--- src/rtl/route_pkg.sv ---
package route_pkg;
    localparam int NPORT   = 5;
    localparam int P_EAST  = 0;
    localparam int P_WEST  = 1;
    localparam int P_NORTH = 2;
    localparam int P_SOUTH = 3;
    localparam int P_LOCAL = 4;

    typedef enum logic [1:0] {
        RM_XY         = 2'd0,
        RM_WEST_FIRST = 2'd1,
        RM_NORTH_LAST = 2'd2,
        RM_NEG_FIRST  = 2'd3
    } route_mode_e;

    typedef enum logic [1:0] {
        ST_IDLE = 2'd0,
        ST_SEEK = 2'd1,
        ST_HOLD = 2'd2
    } route_state_e;
endpackage

--- src/rtl/route_cand.sv ---
module route_cand
    import route_pkg::*;
#(
    parameter int XW = 2,
    parameter int YW = 2
) (
    input  logic [XW-1:0]    cur_x,
    input  logic [YW-1:0]    cur_y,
    input  logic [XW-1:0]    dst_x,
    input  logic [YW-1:0]    dst_y,
    input  route_mode_e      mode,
    output logic [NPORT-1:0] cand
);
    logic go_e, go_w, go_n, go_s;

    always_comb begin
        go_e = dst_x > cur_x;
        go_w = dst_x < cur_x;
        go_n = dst_y > cur_y;
        go_s = dst_y < cur_y;
    end

    always_comb begin
        cand = '0;
        unique case (mode)
            RM_XY: begin
                if (go_e || go_w) begin
                    cand[P_EAST] = go_e;
                    cand[P_WEST] = go_w;
                end else begin
                    cand[P_NORTH] = go_n;
                    cand[P_SOUTH] = go_s;
                end
            end
            RM_WEST_FIRST: begin
                if (go_w) begin
                    cand[P_WEST] = 1'b1;
                end else begin
                    cand[P_EAST]  = go_e;
                    cand[P_NORTH] = go_n;
                    cand[P_SOUTH] = go_s;
                end
            end
            RM_NORTH_LAST: begin
                if (go_e || go_w || go_s) begin
                    cand[P_EAST]  = go_e;
                    cand[P_WEST]  = go_w;
                    cand[P_SOUTH] = go_s;
                end else begin
                    cand[P_NORTH] = go_n;
                end
            end
            RM_NEG_FIRST: begin
                if (go_w || go_s) begin
                    cand[P_WEST]  = go_w;
                    cand[P_SOUTH] = go_s;
                end else begin
                    cand[P_EAST]  = go_e;
                    cand[P_NORTH] = go_n;
                end
            end
            default: cand = '0;
        endcase
        if (!(go_e || go_w || go_n || go_s)) cand = NPORT'(1) << P_LOCAL;
    end
endmodule

--- src/rtl/route_pick.sv ---
module route_pick
    import route_pkg::*;
(
    input  logic [NPORT-1:0] cand,
    input  logic [NPORT-1:0] free,
    output logic [NPORT-1:0] grant,
    output logic             any
);
    logic [NPORT-1:0] ok;

    always_comb begin
        ok    = cand & free;
        grant = '0;
        if      (ok[P_EAST])  grant[P_EAST]  = 1'b1;
        else if (ok[P_NORTH]) grant[P_NORTH] = 1'b1;
        else if (ok[P_WEST])  grant[P_WEST]  = 1'b1;
        else if (ok[P_SOUTH]) grant[P_SOUTH] = 1'b1;
        else if (ok[P_LOCAL]) grant[P_LOCAL] = 1'b1;
        any = |ok;
    end
endmodule

--- src/rtl/mesh_route_unit.sv ---
module mesh_route_unit
    import route_pkg::*;
#(
    parameter int MESH_W = 4,
    parameter int MESH_H = 4,
    localparam int XW = (MESH_W > 1) ? $clog2(MESH_W) : 1,
    localparam int YW = (MESH_H > 1) ? $clog2(MESH_H) : 1
) (
    input  logic             clk,
    input  logic             rst_n,
    input  logic             in_valid,
    output logic             in_ready,
    input  logic [XW-1:0]    cur_x,
    input  logic [YW-1:0]    cur_y,
    input  logic [XW-1:0]    dst_x,
    input  logic [YW-1:0]    dst_y,
    input  logic [1:0]       mode,
    input  logic [NPORT-1:0] port_free,
    output logic             out_valid,
    input  logic             out_ready,
    output logic [NPORT-1:0] out_port,
    output logic [NPORT-1:0] out_cand
);
    route_state_e     state, state_nx;
    logic [XW-1:0]    rq_cx, rq_dx;
    logic [YW-1:0]    rq_cy, rq_dy;
    route_mode_e      rq_mode;
    logic [NPORT-1:0] cand, grant;
    logic             pick_any;

    route_cand #(.XW(XW), .YW(YW)) u_cand (
        .cur_x (rq_cx),
        .cur_y (rq_cy),
        .dst_x (rq_dx),
        .dst_y (rq_dy),
        .mode  (rq_mode),
        .cand  (cand)
    );

    route_pick u_pick (
        .cand  (cand),
        .free  (port_free),
        .grant (grant),
        .any   (pick_any)
    );

    always_comb begin
        state_nx = state;
        unique case (state)
            ST_IDLE: if (in_valid)  state_nx = ST_SEEK;
            ST_SEEK: if (pick_any)  state_nx = ST_HOLD;
            ST_HOLD: if (out_ready) state_nx = ST_IDLE;
            default: state_nx = ST_IDLE;
        endcase
    end

    always_ff @(posedge clk) begin
        if (!rst_n) state <= ST_IDLE;
        else        state <= state_nx;
    end

    always_ff @(posedge clk) begin
        if (!rst_n) begin
            rq_cx    <= '0;
            rq_cy    <= '0;
            rq_dx    <= '0;
            rq_dy    <= '0;
            rq_mode  <= RM_XY;
            out_port <= '0;
            out_cand <= '0;
        end else begin
            if (state == ST_IDLE && in_valid) begin
                rq_cx   <= cur_x;
                rq_cy   <= cur_y;
                rq_dx   <= dst_x;
                rq_dy   <= dst_y;
                rq_mode <= route_mode_e'(mode);
            end
            if (state == ST_SEEK && pick_any) begin
                out_port <= grant;
                out_cand <= cand;
            end
        end
    end

    assign in_ready  = (state == ST_IDLE);
    assign out_valid = (state == ST_HOLD);

    a_r8_port_in_mask: assert property (@(posedge clk) disable iff (!rst_n)
        out_valid |-> ($countones(out_port) == 1 && (out_port & ~out_cand) == '0));

    a_r7_chosen_was_free: assert property (@(posedge clk) disable iff (!rst_n)
        $rose(out_valid) |-> (($past(port_free) & out_port) != '0));

    a_r8_wait_no_free: assert property (@(posedge clk) disable iff (!rst_n)
        (state == ST_SEEK && !pick_any) |=> !out_valid);

    a_r10_hold_stable: assert property (@(posedge clk) disable iff (!rst_n)
        (out_valid && !out_ready) |=> (out_valid && $stable(out_port) && $stable(out_cand)));

    a_r9_ready_excl: assert property (@(posedge clk) disable iff (!rst_n)
        !(in_ready && out_valid));

    a_r6_local_alone: assert property (@(posedge clk) disable iff (!rst_n)
        (out_valid && out_cand[P_LOCAL]) |-> (out_cand == (NPORT'(1) << P_LOCAL)));
endmodule

--- config.mk ---
export PLATFORM = sky130hd
export DESIGN_NAME = mesh_route_unit
export DESIGN_NICKNAME = d
export VERILOG_FILES = /design/src/rtl/route_pkg.sv /design/src/rtl/route_cand.sv /design/src/rtl/route_pick.sv /design/src/rtl/mesh_route_unit.sv
export SDC_FILE = /design/constraint.sdc
export NUM_CORES = 1
export LEC_CHECK = 0
export ABC_AREA = 1
export BUFFER_PORTS_ARGS = -buffer_cell sky130_fd_sc_hd__buf_4
export CORE_ASPECT_RATIO = 1.25
export CORE_MARGIN = 2
export CORE_UTILIZATION = 51
export DETAILED_ROUTE_END_ITERATION = 6
export PLACE_DENSITY = 0.8
export REMOVE_ABC_BUFFERS = 1
export SKIP_CTS_REPAIR_TIMING = 1
export SLEW_MARGIN = 20
export SYNTH_ARGS = -nofsm -noshare
export SYNTH_HDL_FRONTEND = slang
export SYNTH_SLANG_ARGS = --single-unit
--- constraint.sdc ---
create_clock -name clk -period 2.3 [get_ports clk]
set_input_delay 0.46 -clock clk [delete_from_list [all_inputs] [get_ports clk]]
set_output_delay 0.46 -clock clk [all_outputs]
set_load 0.005 [all_outputs]
==> flow_metrics.py, run 1 <==
metrics = {
    "die": {
        "dieWidth_um": 47.5,
        "core_area_mm2": 0.00223,
        "die_area_mm2": 0.00278,
        "die_y_um": 58.4,
        "initial_core_util_pct": 54.1,
        "row_count": 19,
        "pin_count": 31,
    },
    "timing": {
        "setup_viol": 0,
        "hold_violations": 0,
        "final.min_clock_period_ps": 1870,
        "rsz0062_at_grt": "no",
        "whs_ps": 380,
        "slew_viol_final": 0,
        "skew_ps": 0.664,
        "relSlewSlack_pct": 53.3,
        "max_freq_ghz": 0.535,
        "finalCritPeriodShare_pct": 81.3,
        "timing_worst_slew_pin_value_ps": 700,
        "final.setup.tns_ps": 0,
    },
    "synth": {
        "synth_top_cell_area_share_pct": 36.4,
        "synth.avg_cell_area_um2": 7.70,
        "yosysMostFrequentCell": "dfxtp_1",
        "ys_top_cells_by_area": "dfxtp_1 36%, nand2_1 6.5%, nor2_1 6.2%, inv_1 5.9%, nand3_2 5.8%",
        "synth-seq-cells": 22,
        "synth_common_cells": "22 x dfxtp_1, 21 x nand2_1, 20 x nor2_1, 19 x inv_1, 8 x a21oi_1",
        "ys_types": 24,
        "synth_top_cell_by_area": "dfxtp_1",
        "ys_warn_count": 0,
        "synth_edf_count": 0,
        "async_flop_share_pct": 0,
        "ys_seq_area_share_pct": 36.4,
        "synth_area_mm2": 0.00121,
        "syn_inst": 157,
        "synth_ff_type": "dfxtp_1",
    },
    "place": {
        "numPlacedInstances": 214,
        "hpwl_um": 1800,
        "gp_congestion": 0.813,
        "io_buffer_count": 30,
    },
    "layout": {
        "area_growth_pct": 21.9,
        "final_net_count": 211,
        "fillers": 216,
        "seqCellArea_um2": 440,
        "layout-drive-gt1-share_pct": 40.6,
        "multiInputGateArea_um2": 627,
        "fin_cells": 218,
        "n_antenna_cell": 0,
    },
    "routing": {
        "first_pass_iters": 4,
        "drt-total-wl_um": 2310,
        "routedWlPerCell_um": 10.6,
        "drc": 0,
        "vias": 1040,
        "vias_per_cell": 4.77,
        "drtAntennaViolNets": 0,
        "drtIter0Drc": 14,
    },
    "setup_path": {
        "crit_arrival_ps": 2130,
        "path_max_fanout": 13,
        "path_class": "reg2reg",
        "critPathLaunchType": "flip-flop",
        "cp_data_required_time_ps": 2560,
        "crit_path_end_kind": "flip-flop",
    },
    "outcome": {
        "run_status": "complete, no violations",
    },
    "pwr": {
        "combPwrFrac_pct": 43.6,
        "finalPower_w": 0.00121,
        "leakagePower_nw": 0.727,
        "clockPowerShare_pct": 17.6,
        "power_density_mw_per_mm2": 822,
        "intPower_w": 0.000744,
        "p_switching_w": 0.000468,
        "switching_share_pct": 38.6,
        "peakVddDrop_mv": 0.513,
        "seqPwrFrac_pct": 38.8,
    },
    "global_routing": {
        "antenna_found_initial": 0,
        "grt_max_degree": 21,
        "first_global_vias": 995,
        "grt_pass1_wl_um": 3830,
        "track_usage_pct": 19.2,
        "gr-total-overflow": 0,
    },
    "cts": {
        "cts_root_buf": "clkbuf_4",
        "path_clk_slew_ps": 120,
        "clk_latency_ps": 310,
        "cts_max_path_buffers": 2,
        "htree_levels": 1,
        "cts.sink_count": 22,
        "tritoncts": "built",
        "cts_inserted_buffers": 3,
    },
    "hold_path": {
        "hold_class": "in2reg",
    },
    "flow_run": {
        "cap_violations": 0,
    },
}
## metrics by stage
step / instance area (um^2) / util [%] / worst slack (ps)
after floorplan: 1170 / - / 636
after global placement: 1440 / 64.3 / 563
after detailed placement: 1440 / 64.3 / 466
after CTS: 1470 / 66.0 / 427
after global routing: 1470 / 66.0 / 240
final: 1470 / 66.0 / 431
## power groups by stage
stage / registers [W] / clock network, W / logic [W]
after detailed placement: 0.000480 / 0 / 0.000529
after floorplan: 0.000478 / 0 / 0.000379
after global routing: 0.000478 / 0.000241 / 0.000591
after CTS: 0.000471 / 0.000222 / 0.000532
after global placement: 0.000477 / 0 / 0.000510
final: 0.000470 / 0.000213 / 0.000528
## critical path, cell delays in order (launching register included)
cell and delay (ps):
dfxtp_1 330, inv_1 50, ha_1 310, nand2_1 130
inv_1 70, a21oi_2 150, nand3_2 90, nand2_1 130
nor2_4 50, nand2_4 180, nand2_4 110, nand2_1 100
nand2_1 50, nor2_1 80
## kinds of logic after synthesis
| group | count (synthesis) | share of synthesized area [%] |
|---|---|---|
| simple gates | 74 | 34.3 |
| fa+ha+maj | 4 | 4.14 |
| compound gates | 26 | 13.5 |
| flops | 22 | 36.4 |
| buf+inv | 31 | 11.7 |
## cells in the final DEF (no fill, tap or decap), drive strengths merged
cell / netlist / routed
nor3: 2 / 2
a21oi: 15 / 15
ha: 4 / 4
clkbuf: 1 / 4
clkinv: 1 / 1
buf: 4 / 31
a21boi: 1 / 1
inv: 25 / 25
dfxtp: 22 / 22
nand3: 11 / 11
o21ai: 10 / 10
nor2: 27 / 27
nand2: 33 / 33
nand4: 1 / 1
## registers in the layout (all words and copies together), names as in the netlist
register,cells
out_port,5
rq_dx,2
rq_mode,2
rq_cy,2
state,2
rq_cx,2
rq_dy,2
out_cand,5
## final cells by class
class | count | area share [%]
clock buffer | 4 | 2.46
tap | 31 | 2.63
timing repair buffer | 31 | 15.8
multi-input combinational | 104 | 42.5
sequential | 22 | 29.9
inverter | 26 | 6.71
## final timing paths
kind | start | slack (ps) | depth (start not counted) | end
max | rq_cx[1] | 430 | 13 | out_port[0]
min | dst_x[1] | 380 | 3 | rq_dx[1]
max reg2reg | rq_cx[1] | 430 | 13 | out_port[0]
min reg2reg | rq_dx[0] | 470 | 2 | rq_dx[0]
## metal layers
metal  up-vias  GRT usage (%)  routed length [um]
li1        550              -                   -
met1       459           18.9                 910
met2        26           36.5                1270
met3         5           3.68                  86
met4         0           8.11                  49
met5         -              0                   0
No activity file was read; power rests on OpenSTA's default activity.
==> inputs of run 2 (changes only) <==
Settings changed: ABC_AREA 1 to 0, CORE_UTILIZATION 51 to 50.
Clock period 2.3 ns to 1.9 ns, I/O delays scaled along.
==> flow_metrics.py, run 2 <==
metrics = {
    "synth": {
        "yosysMostFrequentCell": "nand2_1",
        "synth_common_cells": "27 x nand2_1, 22 x dfxtp_1, 13 x a21boi_0, 8 x nor2b_1, 6 x inv_1",
        "synth_area_mm2": 0.00107,
        "async_flop_share_pct": 0,
        "synth_edf_count": 0,
        "ys_warn_count": 0,
        "ys_seq_area_share_pct": 41.0,
        "ys_top_cells_by_area": "dfxtp_1 41%, nand2_1 9.4%, a21boi_0 9.1%, ha_1 4.7%, nor2b_1 4.7%",
        "syn_inst": 121,
        "synth_ff_type": "dfxtp_1",
        "synth_top_cell_area_share_pct": 41.0,
        "synth.avg_cell_area_um2": 8.87,
        "ys_types": 33,
        "synth-seq-cells": 22,
        "synth_top_cell_by_area": "dfxtp_1",
    },
    "layout": {
        "postLayoutCellArea_mm2": 0.00155,
        "fillers": 141,
        "reg.largest.list": "out_cand: 5 flops, out_port: 5 flops",
        "layout_commonest_cell": "buf_4",
        "seqCellArea_um2": 445,
        "fin_cells": 185,
        "final_net_count": 189,
        "multiInputGateArea_um2": 686,
        "final_cell_mix": "44 x buf_4, 27 x nand2_1, 18 x dfxtp_1, 12 x a21boi_0, 8 x nor2b_1",
        "layout-drive-gt1-share_pct": 43.0,
        "n_antenna_cell": 0,
        "area_growth_pct": 43.9,
    },
    "timing": {
        "slew_viol_final": 0,
        "skew_ps": 6.70,
        "final.min_clock_period_ps": 2240,
        "rsz0062_at_grt": "yes",
        "setup_viol": 11,
        "max_freq_ghz": 0.446,
        "finalCritPeriodShare_pct": 118,
        "whs_ps": 297,
        "hold_violations": 0,
        "timing_worst_slew_pin_value_ps": 418,
        "setup_ws_ps": -342,
        "relSlewSlack_pct": 71.9,
    },
    "place": {
        "gp_congestion": 0.826,
        "numPlacedInstances": 179,
        "pre_cts_ws_ps": -397,
        "io_buffer_count": 30,
        "dpl_cell_area_mm2": 0.00140,
        "hpwl_um": 1820,
    },
    "cts": {
        "clk_latency_ps": 320,
        "htree_levels": 1,
        "path_clk_slew_ps": 130,
        "cts.sink_count": 22,
        "cts_inserted_buffers": 3,
        "tritoncts": "built",
        "cts_root_buf": "clkbuf_4",
        "cts_max_path_buffers": 2,
    },
    "routing": {
        "first_pass_iters": 4,
        "routedWlPerCell_um": 13.8,
        "drtIter0Drc": 16,
        "vias": 1010,
        "vias_per_cell": 5.46,
        "drt-total-wl_um": 2560,
        "drtAntennaViolNets": 0,
        "drc": 0,
    },
    "setup_path": {
        "crit_path_end_kind": "flip-flop",
        "crit_arrival_ps": 2500,
        "path_max_fanout": 5,
        "cp_data_required_time_ps": 2150,
        "r2r_slack_ps": -340,
        "path_class": "reg2reg",
        "critPathLaunchType": "flip-flop",
    },
    "global_routing": {
        "track_usage_pct": 20.4,
        "antenna_found_initial": 0,
        "first_global_vias": 975,
        "gr-total-overflow": 0,
        "grt_max_degree": 24,
        "grt_pass1_wl_um": 3920,
    },
    "outcome": {
        "violations": "setup timing",
        "run_status": "complete, but fails checks",
    },
    "die": {
        "dieWidth_um": 45.4,
        "core_area_mm2": 0.00200,
        "die_y_um": 55.8,
        "pin_count": 31,
        "row_count": 18,
        "die_area_mm2": 0.00254,
        "initial_core_util_pct": 53.6,
    },
    "pwr": {
        "leakagePower_nw": 0.666,
        "finalPower_w": 0.00123,
        "power_density_mw_per_mm2": 793,
        "peakVddDrop_mv": 0.510,
    },
    "hold_path": {
        "hold_class": "in2reg",
    },
    "flow_run": {
        "cap_violations": 0,
    },
}
[run 2: changes by cell type after synthesis, sizes merged, moves of 2 or more]
cell,previous run,this run
mux2i,0,3
a21boi,1,14
and2b,0,2
inv,25,6
and2,0,3
a21oi,15,2
clkbuf,1,3
o211ai,0,2
nor2,27,5
nand2,33,27
nor2b,0,9
buf,4,1
o21ai,10,1
nand3,11,2
[run 2: kinds of logic after synthesis]
| logic type | share of synthesized area [%] |
|---|---|
| AND/OR/NAND/NOR | 26.1 |
| AO/OA/AOI/OAI | 21.6 |
| flip-flops | 41.0 |
| buffers and inverters | 3.85 |
| adder cells (fa/ha/maj) | 4.66 |
| multiplexers | 2.80 |
[run 2: area by class of cell]
type / count / area share [%]
clock buffers: 4 / 2.35
repair buffers: 44 / 21.4
multi-input cells: 89 / 44.4
inverters: 6 / 1.46
flip-flops and latches: 22 / 28.8
well taps: 20 / 1.62
[run 2: power breakdown]
group	total (W)	switching [W]	internal, W
combinational	0.000437	0.000213	0.000225
clock	0.000266	0.000149	0.000117
sequential	0.000522	0.0000255	0.000497
[run 2: metrics by stage]
step           setup TNS [ps]  util, %
2_1_floorplan           -5080        -
3_3_place_gp            -1910     69.6
3_5_place_dp            -3230     69.6
4_1_cts                 -3440     71.4
5_1_grt                 -3590     77.1
6_report                -2240     77.1
[run 2: routing by layer]
metal	global-route usage (%)	vias up	wire (um)
li1	-	499	-
met1	22.9	472	1020
met2	34.6	30	1360
met3	3.90	9	103
met4	10.5	0	65
met5	0	-	0
[run 2: worst max-delay path: stages (launching register included)]
cell       delay (ps)
dfxtp_2           350
inv_2              40
ha_4              260
and2b_2           190
o22ai_4           100
a2111oi_4         410
o41ai_4           140
or4b_1            550
a21boi_1          130
[run 2: path summary, 6_finish.rpt]
| kind | from | end | cells past startpoint |
|---|---|---|---|
| worst min register to register | out_port[3] | out_port[3] | 2 |
| worst max register to register | rq_cx[1] | out_cand[2] | 8 |
| worst max-delay path | rq_cx[1] | out_cand[2] | 8 |
| worst min-delay path | cur_y[1] | rq_cy[1] | 3 |
==> inputs of run 3 (changes only) <==
Settings changed: CORE_ASPECT_RATIO 1.25 to unset.
==> flow_metrics.py, run 3 (same netlist as run 2, synthesis figures left out) <==
metrics = {
    "cts": {
        "cts_root_buf": "clkbuf_4",
        "path_clk_slew_ps": 120,
        "cts_max_path_buffers": 2,
        "cts.sink_count": 22,
        "cts_inserted_buffers": 3,
        "htree_levels": 1,
        "tritoncts": "built",
        "clk_latency_ps": 320,
    },
    "pwr": {
        "seqPwrFrac_pct": 39.2,
        "switching_share_pct": 28.4,
        "peakVddDrop_mv": 0.632,
        "finalPower_w": 0.00133,
        "clockPowerShare_pct": 27.2,
        "power_density_mw_per_mm2": 848,
        "p_switching_w": 0.000376,
        "leakagePower_nw": 0.689,
        "combPwrFrac_pct": 33.6,
        "intPower_w": 0.000949,
    },
    "setup_path": {
        "crit_arrival_ps": 2450,
        "critPathLaunchType": "flip-flop",
        "cp_data_required_time_ps": 2160,
        "crit_path_end_kind": "flip-flop",
        "path_delay_family": "compound AO/OA/AOI/OAI gates",
        "cp_common_cell": "buf_4",
        "path_max_fanout": 8,
        "path_class": "reg2reg",
        "cp_slowest_stage_delay_ps": 380,
        "slowest_stage": "o41ai_2",
        "cp_num_buf_inv": 3,
        "cp_cell_sequence": "inv_2 > ha_4 > and2b_2 > o211ai_1 > nor2_1 > o41ai_2 > buf_4 > buf_4 > a32oi_1 > nor2b_1",
    },
    "die": {
        "initial_core_util_pct": 53.6,
        "pin_count": 31,
        "die_y_um": 50.3,
        "row_count": 16,
        "dieWidth_um": 50.3,
        "core_area_mm2": 0.00200,
        "die_area_mm2": 0.00253,
    },
    "layout": {
        "multiInputGateArea_um2": 641,
        "layout_commonest_cell": "buf_4",
        "fillers": 143,
        "area_growth_pct": 45.6,
        "finish.utilization_pct": 78.1,
        "reg.largest.list": "out_cand: 5 flops, out_port: 5 flops",
        "layout-drive-gt1-share_pct": 42.0,
        "final_net_count": 193,
        "n_antenna_cell": 0,
        "final_cell_mix": "46 x buf_4, 26 x nand2_1, 18 x dfxtp_1, 12 x a21boi_0, 8 x nor2b_1",
        "seqCellArea_um2": 445,
    },
    "place": {
        "gp_congestion": 0.902,
        "io_buffer_count": 30,
        "pre_cts_ws_ps": -306,
        "hpwl_um": 1760,
    },
    "routing": {
        "first_pass_iters": 4,
        "routedWlPerCell_um": 12.4,
        "vias": 989,
        "drt-total-wl_um": 2430,
        "drtIter0Drc": 25,
        "vias_per_cell": 5.05,
        "drc": 0,
        "drtAntennaViolNets": 0,
    },
    "hold_path": {
        "hold_class": "in2reg",
    },
    "global_routing": {
        "track_usage_pct": 22.3,
        "first_global_vias": 995,
        "grt_pass1_wl_um": 4280,
        "grt_max_degree": 24,
        "gr-total-overflow": 0,
        "antenna_found_initial": 0,
    },
    "timing": {
        "final.min_clock_period_ps": 2180,
        "relSlewSlack_pct": 62.0,
        "timing_worst_slew_pin_value_ps": 564,
        "slew_viol_final": 0,
        "setup_viol": 11,
        "rsz0062_at_grt": "yes",
        "max_freq_ghz": 0.458,
        "setup_ws_ps": -281,
        "final.setup.tns_ps": -2700,
        "finalCritPeriodShare_pct": 115,
        "skew_ps": 4.37,
        "hold_violations": 0,
    },
    "outcome": {
        "violations": "setup timing",
        "run_status": "complete, but fails checks",
    },
    "flow_run": {
        "cap_violations": 0,
    },
}
==> run 3: cell count changes in the layout (fill, tap and decap cells not counted), moves of 2 or more <==
| cell | change |
|---|---|
| ha_4 | -2 |
| ha_1 | +2 |
| buf_4 | +2 |
| buf_6 | +2 |
==> run 3: power by group through the flow <==
stage / registers (W) / clock network [W] / logic, W
finish: 0.000519 / 0.000360 / 0.000446
global route: 0.000525 / 0.000388 / 0.000495
CTS: 0.000516 / 0.000369 / 0.000394
detailed placement: 0.000526 / 0 / 0.000392
global placement: 0.000524 / 0 / 0.000379
floorplan: 0.000523 / 0 / 0.000213
==> run 3: metrics by stage <==
stage / cell area (um^2) / instances / hold WS (ps)
floorplan: 1050 / 117 / 443
finish: 1560 / 196 / 297
CTS: 1480 / 193 / 294
detailed placement: 1430 / 189 / 446
global route: 1560 / 196 / 311
global placement: 1430 / 189 / 443
==> run 3: worst paths after layout <==
kind	from	slack, ps	depth (start not counted)	end
setup / recovery	rq_cx[1]	-280	10	out_port[1]
hold / removal	dst_x[0]	300	3	rq_dx[0]
hold reg to reg	out_cand[2]	460	2	out_cand[2]
setup reg to reg	rq_cx[1]	-280	10	out_port[1]
==> run 3: layout make-up <==
type	count	area share, %
multi-input combinational	89	41.0
timing repair buffer	48	23.5
clock buffer	3	1.44
sequential	22	28.5
tap	27	2.16
inverter	6	1.44
clock inverter	1	1.92
==> run 3: worst reg2reg max path, delay by kind of cell, from the launching register on <==
kind	cells	cell delay [ps]
AOI/OAI and AO/OA	3	670
and+or+nand+nor	3	450
buffers and inverters	3	420
DFF	1	370
adders and majority gates	1	210
==> run 3: routing by layer <==
layer  up-vias  track usage (%)  routed length [um]
li1        507                -                   -
met1       443             24.9                1040
met2        30             38.4                1230
met3         9             3.57                  79
met4         0             15.3                  85
met5         -                0                   0
